## src/rtl/kwdt_pkg.sv

```systemverilog
package kwdt_pkg;

    localparam logic [7:0] KEY_CLEAR = 8'h4E;
    localparam logic [7:0] KEY_STOP  = 8'hB1;
    localparam int         NUM_SEL   = 4;

    typedef enum logic {
        SLOT_CTRL = 1'b0,
        SLOT_KEY  = 1'b1
    } slot_e;

    typedef struct packed {
        logic       en;
        logic [1:0] sel;
        logic       rst_mode;
        logic       run;
    } ctrl_t;

    localparam ctrl_t CTRL_INIT = '{en: 1'b1, sel: 2'b00, rst_mode: 1'b1, run: 1'b1};

endpackage

```

## src/rtl/kwdt_regs.sv

```systemverilog
module kwdt_regs
    import kwdt_pkg::*;
(
    input  logic       clk,
    input  logic       rst_n,
    input  logic       wr_i,
    input  logic       addr_i,
    input  logic [7:0] wdata_i,
    output ctrl_t      ctrl_o,
    output logic       clr_o
);

    ctrl_t st_d, st_q;
    slot_e slot;

    assign slot = slot_e'(addr_i);

    always_comb begin
        st_d  = st_q;
        clr_o = 1'b0;
        if (wr_i) begin
            case (slot)
                SLOT_CTRL: begin
                    st_d.en       = wdata_i[3];
                    st_d.sel      = wdata_i[2:1];
                    // interrupt mode is one-way
                    st_d.rst_mode = st_q.rst_mode & wdata_i[0];
                    if (wdata_i[3] && !st_q.en) begin
                        st_d.run = 1'b1;
                        clr_o    = 1'b1;
                    end
                end
                SLOT_KEY: begin
                    if (wdata_i == KEY_CLEAR) begin
                        clr_o = 1'b1;
                    end else if (wdata_i == KEY_STOP && !st_q.en) begin
                        st_d.run = 1'b0;
                        clr_o    = 1'b1;
                    end
                end
                default: ;
            endcase
        end
    end

    always_ff @(posedge clk or negedge rst_n) begin
        if (!rst_n) st_q <= CTRL_INIT;
        else        st_q <= st_d;
    end

    assign ctrl_o = st_q;

    p_sticky_mode_r9: assert property (@(posedge clk) disable iff (!rst_n)
        !st_q.rst_mode |=> !st_q.rst_mode);

    p_stop_gated_r5: assert property (@(posedge clk) disable iff (!rst_n)
        $fell(st_q.run) |-> !$past(st_q.en));

    p_start_clears_r7: assert property (@(posedge clk) disable iff (!rst_n)
        $rose(st_q.run) |-> $past(clr_o));

endmodule

```

## src/rtl/kwdt_prescaler.sv

```systemverilog
module kwdt_prescaler
    import kwdt_pkg::*;
#(
    parameter int PRE_W = 8,
    parameter int TAP0  = 3,
    parameter int TAP1  = 4,
    parameter int TAP2  = 5,
    parameter int TAP3  = 6
) (
    input  logic       clk,
    input  logic       rst_n,
    input  logic [1:0] sel_i,
    output logic       tick_o
);

    localparam int TAPS [NUM_SEL] = '{TAP0, TAP1, TAP2, TAP3};

    typedef struct packed {
        logic [PRE_W-1:0] pre;
    } pre_st_t;

    pre_st_t st_d, st_q;
    logic [NUM_SEL-1:0] hit;

    always_comb begin
        st_d     = st_q;
        st_d.pre = st_q.pre + 1'b1;
    end

    always_ff @(posedge clk or negedge rst_n) begin
        if (!rst_n) st_q <= '0;
        else        st_q <= st_d;
    end

    for (genvar g = 0; g < NUM_SEL; g++) begin : g_tap
        assign hit[g] = &st_q.pre[TAPS[g]:0];
    end

    assign tick_o = hit[sel_i];

    p_tick_gap_r2: assert property (@(posedge clk) disable iff (!rst_n)
        tick_o |=> (!tick_o || sel_i != $past(sel_i)));

endmodule

```

## src/rtl/kwdt_core.sv

```systemverilog
module kwdt_core #(
    parameter int RST_CYCLES = 8
) (
    input  logic clk,
    input  logic rst_n,
    input  logic tick_i,
    input  logic run_i,
    input  logic clr_i,
    input  logic rst_mode_i,
    output logic irq_o,
    output logic rst_o
);

    localparam int RW = $clog2(RST_CYCLES + 1);
    localparam logic [RW-1:0] RST_LOAD = RW'(RST_CYCLES);

    typedef struct packed {
        logic [1:0]    cnt;
        logic          irq;
        logic [RW-1:0] hold;
    } core_st_t;

    core_st_t st_d, st_q;
    logic     ovf;

    always_comb begin
        st_d     = st_q;
        st_d.irq = 1'b0;
        ovf      = 1'b0;
        if (st_q.hold != '0) st_d.hold = st_q.hold - 1'b1;
        if (clr_i) begin
            st_d.cnt = '0;
        end else if (run_i && tick_i) begin
            if (st_q.cnt == 2'd3) begin
                ovf      = 1'b1;
                st_d.cnt = '0;
            end else begin
                st_d.cnt = st_q.cnt + 1'b1;
            end
        end
        if (ovf) begin
            if (rst_mode_i) st_d.hold = RST_LOAD;
            else            st_d.irq  = 1'b1;
        end
    end

    always_ff @(posedge clk or negedge rst_n) begin
        if (!rst_n) st_q <= '0;
        else        st_q <= st_d;
    end

    assign irq_o = st_q.irq;
    assign rst_o = (st_q.hold != '0);

    p_irq_pulse_r8: assert property (@(posedge clk) disable iff (!rst_n)
        irq_o |=> !irq_o);

    p_irq_mode_r8: assert property (@(posedge clk) disable iff (!rst_n)
        irq_o |-> !rst_mode_i);

    p_rst_hold_r8: assert property (@(posedge clk) disable iff (!rst_n)
        ($rose(rst_o) && RST_CYCLES > 1) |=> rst_o);

    p_idle_zero_r5: assert property (@(posedge clk) disable iff (!rst_n)
        !run_i |-> st_q.cnt == 2'd0);

endmodule

```

## src/rtl/kwdt_top.sv

```systemverilog
module kwdt_top
    import kwdt_pkg::*;
#(
    parameter int PRE_W      = 8,
    parameter int TAP0       = 3,
    parameter int TAP1       = 4,
    parameter int TAP2       = 5,
    parameter int TAP3       = 6,
    parameter int RST_CYCLES = 8
) (
    input  logic       clk,
    input  logic       rst_n,
    input  logic       bus_wr,
    input  logic       bus_addr,
    input  logic [7:0] bus_wdata,
    output logic       wdt_irq,
    output logic       wdt_rst
);

    ctrl_t ctrl;
    logic  clr;
    logic  tick;

    kwdt_regs u_regs (
        .clk     (clk),
        .rst_n   (rst_n),
        .wr_i    (bus_wr),
        .addr_i  (bus_addr),
        .wdata_i (bus_wdata),
        .ctrl_o  (ctrl),
        .clr_o   (clr)
    );

    kwdt_prescaler #(
        .PRE_W (PRE_W),
        .TAP0  (TAP0),
        .TAP1  (TAP1),
        .TAP2  (TAP2),
        .TAP3  (TAP3)
    ) u_pre (
        .clk    (clk),
        .rst_n  (rst_n),
        .sel_i  (ctrl.sel),
        .tick_o (tick)
    );

    kwdt_core #(
        .RST_CYCLES (RST_CYCLES)
    ) u_core (
        .clk        (clk),
        .rst_n      (rst_n),
        .tick_i     (tick),
        .run_i      (ctrl.run),
        .clr_i      (clr),
        .rst_mode_i (ctrl.rst_mode),
        .irq_o      (wdt_irq),
        .rst_o      (wdt_rst)
    );

endmodule

```

## config.mk

```make
export PLATFORM = sky130hd
export DESIGN_NAME = kwdt_top
export DESIGN_NICKNAME = d
export VERILOG_FILES = /design/src/rtl/kwdt_pkg.sv /design/src/rtl/kwdt_regs.sv /design/src/rtl/kwdt_prescaler.sv /design/src/rtl/kwdt_core.sv /design/src/rtl/kwdt_top.sv
export SDC_FILE = /design/constraint.sdc
export NUM_CORES = 1
export LEC_CHECK = 0
export ABC_AREA = 1
export ABC_CLOCK_PERIOD_IN_PS = 4500
export BUFFER_PORTS_ARGS = -buffer_cell sky130_fd_sc_hd__buf_4
export CAP_MARGIN = 20
export CORE_UTILIZATION = 34
export DETAILED_ROUTE_END_ITERATION = 10
export SYNTH_ARGS = -nofsm -noshare
export SYNTH_HDL_FRONTEND = slang
export SYNTH_SLANG_ARGS = --single-unit
```

## constraint.sdc

```tcl
create_clock -name clk -period 4.5 [get_ports clk]
set_clock_uncertainty 0.2 [all_clocks]
set_input_delay 0.45 -clock clk [delete_from_list [all_inputs] [get_ports clk]]
set_output_delay 0.45 -clock clk [all_outputs]
set_load 0.01 [all_outputs]
```

==> impl_metrics.py, run 1 <==
metrics = {
    "status": {
        "status": "complete, no violations",
    },
    "placed_design": {
        "port_buffers": 13,
        "dpl.hpwl_um": 1460,
        "pre_cts_ws_ps": 2600,
        "gp_congestion": 0.806,
        "placed_cells": 166,
    },
    "worst_setup_path": {
        "worstPathCellList": "ha_1 -> nand3_2 -> inv_1 -> ha_1 -> a21oi_1 -> a21oi_4 -> nand2_4 -> nor2_8 -> nand2_4 -> nand2_1 -> nand2_1",
        "r2r_end": "u_core.st_q[0]",
        "worst-path-buf-inv": 1,
        "required_ps": 4490,
        "critPathSlowestCell": "dfrtp_1",
        "critPathCaptureType": "flip-flop",
        "worstSetupPathType": "flip-flop to flip-flop",
        "crit_path_start_kind": "flip-flop",
        "critical-path-top-delay-family": "simple AND/OR/NAND/NOR gates",
        "crit_arrival_ps": 1910,
        "slowest_delay_ps": 380,
        "worst-r2r-cell-count": 11,
        "cp_max_fo": 5,
        "reg2reg_slack_ps": 2590,
        "r2r-start": "u_pre.st_q[0]",
    },
    "routing": {
        "vias": 792,
        "wl_per_cell_um": 10.7,
        "post_drt_via_cell_ratio": 4.63,
        "wirelength_um": 1820,
        "drt_iter0_drc": 17,
        "first_pass_iters": 4,
        "drc_errors": 0,
        "antenna_left": 0,
    },
    "sta": {
        "finalHoldViolations": 0,
        "worstMarginPinSlew_ps": 447,
        "tns_ps": 0,
        "rsz0062_at_grt": "false",
        "period_share": 0.425,
        "drv_slew": 0,
        "slew_headroom": 0.701,
        "fin_ws_ps": 2590,
        "setup_viol_count_final": 0,
        "max_freq_mhz": 523,
        "period_minus_slack_ps": 1910,
    },
    "synthesis": {
        "synth-seq-cells": 19,
        "synth_fa_ha_area_frac": 0.0480,
        "synthXorXnorAreaFrac": 0.0420,
        "postSynthNetCount": 138,
        "yosys-mux-area-fraction": 0,
        "ys_types": 25,
        "synth_largest_area_cell": "dfrtp_1",
        "yosysTopAreaCellShare": 0.384,
        "synthSimpleGateAreaFrac": 0.306,
        "synth_cells": 122,
        "ys_seq_area_frac": 0.459,
        "syn_avg_cell_area_um2": 8.55,
        "yosys-top-cells-area": "dfrtp_1 38%, nand2_1 7.9%, dfstp_2 7.6%",
        "synth_top_family_by_area": "simple AND/OR/NAND/NOR gates",
        "synth_compound_area_frac": 0.0803,
        "synth_area_mm2": 0.00104,
        "yosysWarningCount": 0,
    },
    "die": {
        "rows": 19,
        "core_area_mm2": 0.00283,
        "start_util": 0.369,
        "fp.dieW_um": 57.4,
        "dieArea_mm2": 0.00329,
        "num_io_pins": 14,
        "dieHeight_um": 57.4,
    },
    "grt": {
        "overflow": 0,
        "antenna_found_initial": 0,
        "grt_pass1_vias": 822,
        "gr-usage-all-layers": 0.132,
        "grt_pass1_wl_um": 3300,
        "grt_max_degree": 20,
    },
    "pwr": {
        "p_per_area_mw_per_mm2": 388,
        "p_leak_nw": 0.640,
        "ir_worst_vdd_v": 0.000272,
        "p_total_uw": 472,
    },
    "worst_hold_path": {
        "min_to": "u_regs.ctrl_o[1]",
        "worstHoldPathCells": 3,
        "worstHoldStart": "bus_wdata[0]",
        "hold_class": "input port to flip-flop",
    },
    "clock_tree": {
        "clk_latency_ps": 290,
        "cts_buffers": 3,
        "cts_sinks": 19,
        "cts_resized": 0,
        "cts_hold_buf": 1,
        "cts_root_buffer": "clkbuf_4",
        "htreeDepth": 1,
        "postCtsSetupRepairBufs": 0,
        "path_clk_slew_ps": 110,
        "cts_tree": "yes",
        "clockBufferDepth": 2,
    },
    "finish": {
        "n_antenna_cell": 0,
        "finalNonFillerCells": 171,
        "final_cell_mix": "22 x nand2_1, 17 x inv_1, 16 x dfrtp_1",
        "nNetsFinal": 157,
        "area_delta_synth_final_pct": 16.5,
        "final_common_cell": "nand2_1",
        "nFillCells": 276,
        "drive_above_1_share": 0.214,
        "utilization": 0.430,
    },
    "flow_run": {
        "cap_violations": 0,
    },
}
-- area by class of cell --
type	count	area, um^2	area share
clock buffers	4	26.3	0.0216
inverters	18	67.6	0.0556
multi-input cells	85	497	0.408
flip-flops and latches	19	479	0.394
repair buffers	14	108	0.0885
well taps	31	38.8	0.0319
-- state kept, by name (all words and copies together), names as in the netlist --
name / cells
u_pre.st_q: 7
u_core.st_q: 6
u_regs.ctrl_o: 5
u_core.irq_o: 1
-- logic make-up (layout without fill, tap and decap cells) --
| kind of cell | count (synthesis) | in the layout |
|---|---|---|
| simple gates | 62 | 62 |
| flops | 19 | 19 |
| buf+inv | 18 | 36 |
| compound gates | 14 | 14 |
| xor+xnor | 5 | 5 |
| fa+ha+maj | 4 | 4 |
-- stage by stage --
stage | hold slack, ps | cell area, um^2
global route | 195 | 1220
global placement | 137 | 1180
floorplan | -45.6 | 1040
CTS | 191 | 1220
detailed placement | 141 | 1180
finish | 204 | 1220
-- Yosys cell counts --
library cell,count
nor2_4,1
a21oi_4,1
nand3_2,1
xor2_1,4
nor3_1,2
ha_1,4
dfstp_2,3
nand2_1,22
nor2_2,1
nand2_4,3
o21ai_0,6
or2_0,2
nor2_1,15
o21ai_1,1
nor2_8,1
inv_1,17
xnor2_1,1
nand3_1,9
nand2_2,2
or2_1,1
inv_2,1
nand4_1,2
a21oi_1,5
dfrtp_1,16
a21boi_0,1
-- how the worst max path moves through the flow --
stage,slack (ps),from,endpoint,cells after the start
6_report,2590,u_pre.st_q[0],u_core.st_q[0],11
5_1_grt,2440,u_pre.st_q[0],u_core.st_q[2],11
4_1_cts,2570,u_pre.st_q[0],u_core.st_q[0],11
3_5_place_dp,2600,u_pre.st_q[0],u_core.st_q[0],11
3_3_place_gp,2630,u_pre.st_q[0],u_core.st_q[1],11
2_1_floorplan,2710,u_pre.st_q[0],u_core.st_q[2],10
-- metal layers --
| metal | vias to the layer above | track usage | wire length, um |
|---|---|---|---|
| li1 | 420 | - | - |
| met1 | 356 | 0.151 | 869 |
| met2 | 14 | 0.239 | 884 |
| met3 | 2 | 0.00680 | 42 |
| met4 | 0 | 0.0836 | 27 |
| met5 | - | 0 | 0 |
-- report_power, final --
group	internal, mW	total [mW]	switching, mW
logic	0.0673	0.163	0.0958
registers	0.202	0.224	0.0217
clock network	0.0344	0.0851	0.0506
total	0.304	0.472	0.168
-- worst min-delay path: stages --
cell and delay [ps]:
buf_4 110, inv_1 60, a21boi_0 80
(Power assumes the default switching activity.)
==> run 2, diff against run 1 <==
--- a/config.mk
+++ b/config.mk
@@ -6,7 +6,7 @@
 export NUM_CORES = 1
 export LEC_CHECK = 0
 export ABC_AREA = 1
-export ABC_CLOCK_PERIOD_IN_PS = 4500
+export ABC_CLOCK_PERIOD_IN_PS = 1750
 export BUFFER_PORTS_ARGS = -buffer_cell sky130_fd_sc_hd__buf_4
 export CAP_MARGIN = 20
 export CORE_UTILIZATION = 34
==> constraint.sdc (replaced) <==
create_clock -name clk -period 1.75 [get_ports clk]
set_clock_uncertainty 0.2 [all_clocks]
set_input_delay 0.175 -clock clk [delete_from_list [all_inputs] [get_ports clk]]
set_output_delay 0.175 -clock clk [all_outputs]
set_load 0.01 [all_outputs]
==> run 2 against run 1 <==
Net effect: the flow now finishes with violations (negative setup slack); core utilization grew 5.4 points; largest power group unchanged; combinational power rose to 3.0 times the previous value; die area stayed put.
==> impl_metrics.py, run 2 (synthesized netlist as in run 1, its figures left out) <==
metrics = {
    "grt": {
        "gr-usage-all-layers": 0.138,
        "grt_max_degree": 20,
        "antenna_found_initial": 0,
        "grt_pass1_wl_um": 3490,
        "grt_pass1_vias": 854,
        "overflow": 0,
    },
    "pwr": {
        "ir_worst_vdd_v": 0.000502,
        "p_per_area_mw_per_mm2": 942,
        "p_clk_frac": 0.168,
        "p_leak_nw": 0.689,
        "p_sw_uw": 476,
        "combPwrFrac": 0.381,
        "p_sw_frac": 0.369,
        "p_total_mw": 1.29,
        "cellInternalPower_uw": 815,
        "p_seq_frac": 0.451,
    },
    "worst_setup_path": {
        "critPathCaptureType": "flip-flop",
        "critical-path-top-delay-family": "simple AND/OR/NAND/NOR gates",
        "crit_path_start_kind": "flip-flop",
        "required_ps": 1740,
        "crit_arrival_ps": 1750,
        "critPathSlowestCell": "dfrtp_1",
        "cp_max_fo": 5,
        "r2r-start": "u_pre.st_q[0]",
        "slowest_delay_ps": 410,
        "worstSetupPathType": "flip-flop to flip-flop",
        "worstSetupStartpoint": "u_pre.st_q[0]",
        "worstPathCellList": "ha_4 -> nand3_4 -> inv_2 -> ha_4 -> a21oi_4 -> a21oi_4 -> nand2_4 -> nor2_8 -> nand2_4 -> nand2_2 -> nand2_1",
        "worst-path-buf-inv": 1,
    },
    "routing": {
        "topRoutingLayerUsed": "met4",
        "post_drt_via_cell_ratio": 4.69,
        "wl_per_cell_um": 10.9,
        "wirelength_um": 1990,
        "drc_errors": 0,
        "vias": 854,
        "dr_wl_met2_um": 1000,
        "drt_iter0_drc": 12,
        "first_pass_iters": 4,
        "dr_wl_met3_um": 28,
        "met1_length_um": 920,
        "antenna_left": 0,
    },
    "finish": {
        "final_cell_mix": "19 x nand2_1, 19 x buf_4, 16 x inv_1, 16 x dfrtp_1, 15 x nor2_1",
        "regMostFlops": "u_pre.st_q",
        "largest_reg_flops": 7,
        "nNetsFinal": 168,
        "finalNonFillerCells": 182,
        "nFillCells": 265,
        "drive_above_1_share": 0.298,
        "final_area_mm2": 0.00137,
        "area_delta_synth_final_pct": 31.3,
        "n_antenna_cell": 0,
    },
    "status": {
        "status": "finished with violations",
        "violations": "negative setup slack",
    },
    "placed_design": {
        "gp_congestion": 0.786,
        "place_area_mm2": 0.00120,
        "placed_cells": 168,
        "port_buffers": 13,
        "dpl.hpwl_um": 1450,
    },
    "sta": {
        "slew_headroom": 0.696,
        "drv_slew": 0,
        "setup_viol_count_final": 2,
        "rsz0062_at_grt": "true",
        "finalHoldViolations": 0,
        "worstMarginPinSlew_ps": 455,
        "fin_ws_ps": -6.43,
        "period_share": 1.00,
        "period_minus_slack_ps": 1760,
        "max_freq_mhz": 569,
    },
    "clock_tree": {
        "clk_latency_ps": 290,
        "path_clk_slew_ps": 110,
        "cts_buffers": 3,
        "htreeDepth": 1,
        "clockBufferDepth": 2,
        "cts_sinks": 19,
        "cts_root_buffer": "clkbuf_4",
        "cts_tree": "yes",
    },
    "die": {
        "dieArea_mm2": 0.00329,
        "num_io_pins": 14,
        "core_area_mm2": 0.00283,
        "dieHeight_um": 57.4,
        "rows": 19,
        "start_util": 0.369,
        "fp.dieW_um": 57.4,
    },
    "worst_hold_path": {
        "hold_class": "input port to asynchronous set/reset pin",
    },
    "flow_run": {
        "cap_violations": 0,
    },
}
run 2: changes by cell type in the layout (fill, tap and decap cells not counted), sizes merged:
cell	delta
dlygate4sd3	+5
buf	+6
run 2: area by class of cell:
class / instances / area [um^2] / area share
Timing Repair Buffer: 25 / 203 / 0.148
Clock buffer: 4 / 26.3 / 0.0192
Multi-Input combinational cell: 85 / 556 / 0.405
Tap cell: 31 / 38.8 / 0.0283
Inverter: 18 / 67.6 / 0.0493
Sequential cell: 19 / 479 / 0.350
run 2: repair_timing:
item,in CTS,in global routing
hold buffers,6,0
buffers inserted,3,1
resized for setup,5,6
cloned,0,0
endpoints found under the setup margin,5,7
hold endpoints to repair,24,0
pin swaps,4,5
run 2: worst paths after layout:
path | to | slack, ps | cells past startpoint
worst max register to register | u_core.st_q[2] | -6 | 11
worst min-delay path | u_core.st_q[0] | 100 | 2
min in group clk | u_regs.ctrl_o[0] | 100 | 5
max in group asynchronous | u_regs.ctrl_o[4] | 990 | 2
worst min register to register | u_pre.st_q[6] | 280 | 1
worst max-delay path | u_core.st_q[2] | -6 | 11
run 2: power groups by stage:
stage	clock network (mW)	registers, mW	logic (mW)
global placement	0	0.585	0.411
finish	0.217	0.582	0.492
detailed placement	0	0.588	0.438
floorplan	0	0.573	0.324
CTS	0.227	0.579	0.467
global route	0.254	0.593	0.554
run 2: stage by stage:
step / util / setup WS (ps) / setup TNS (ps) / hold WS, ps
6_report: 0.484 / -6.43 / -6.71 / 96.8
5_1_grt: 0.484 / -98.3 / -418 / 100
4_1_cts: 0.472 / -42.5 / -113 / 72.5
3_5_place_dp: 0.425 / -69.2 / -179 / -137
3_3_place_gp: 0.425 / -4.49 / -4.49 / -139
2_1_floorplan: - / 10.1 / 0 / -321
run 2: routing by layer:
layer  up-vias  track usage
met2        17        0.223
met4         0       0.0732
met1       388        0.180
met5         -            0
li1        445            -
met3         4       0.0159
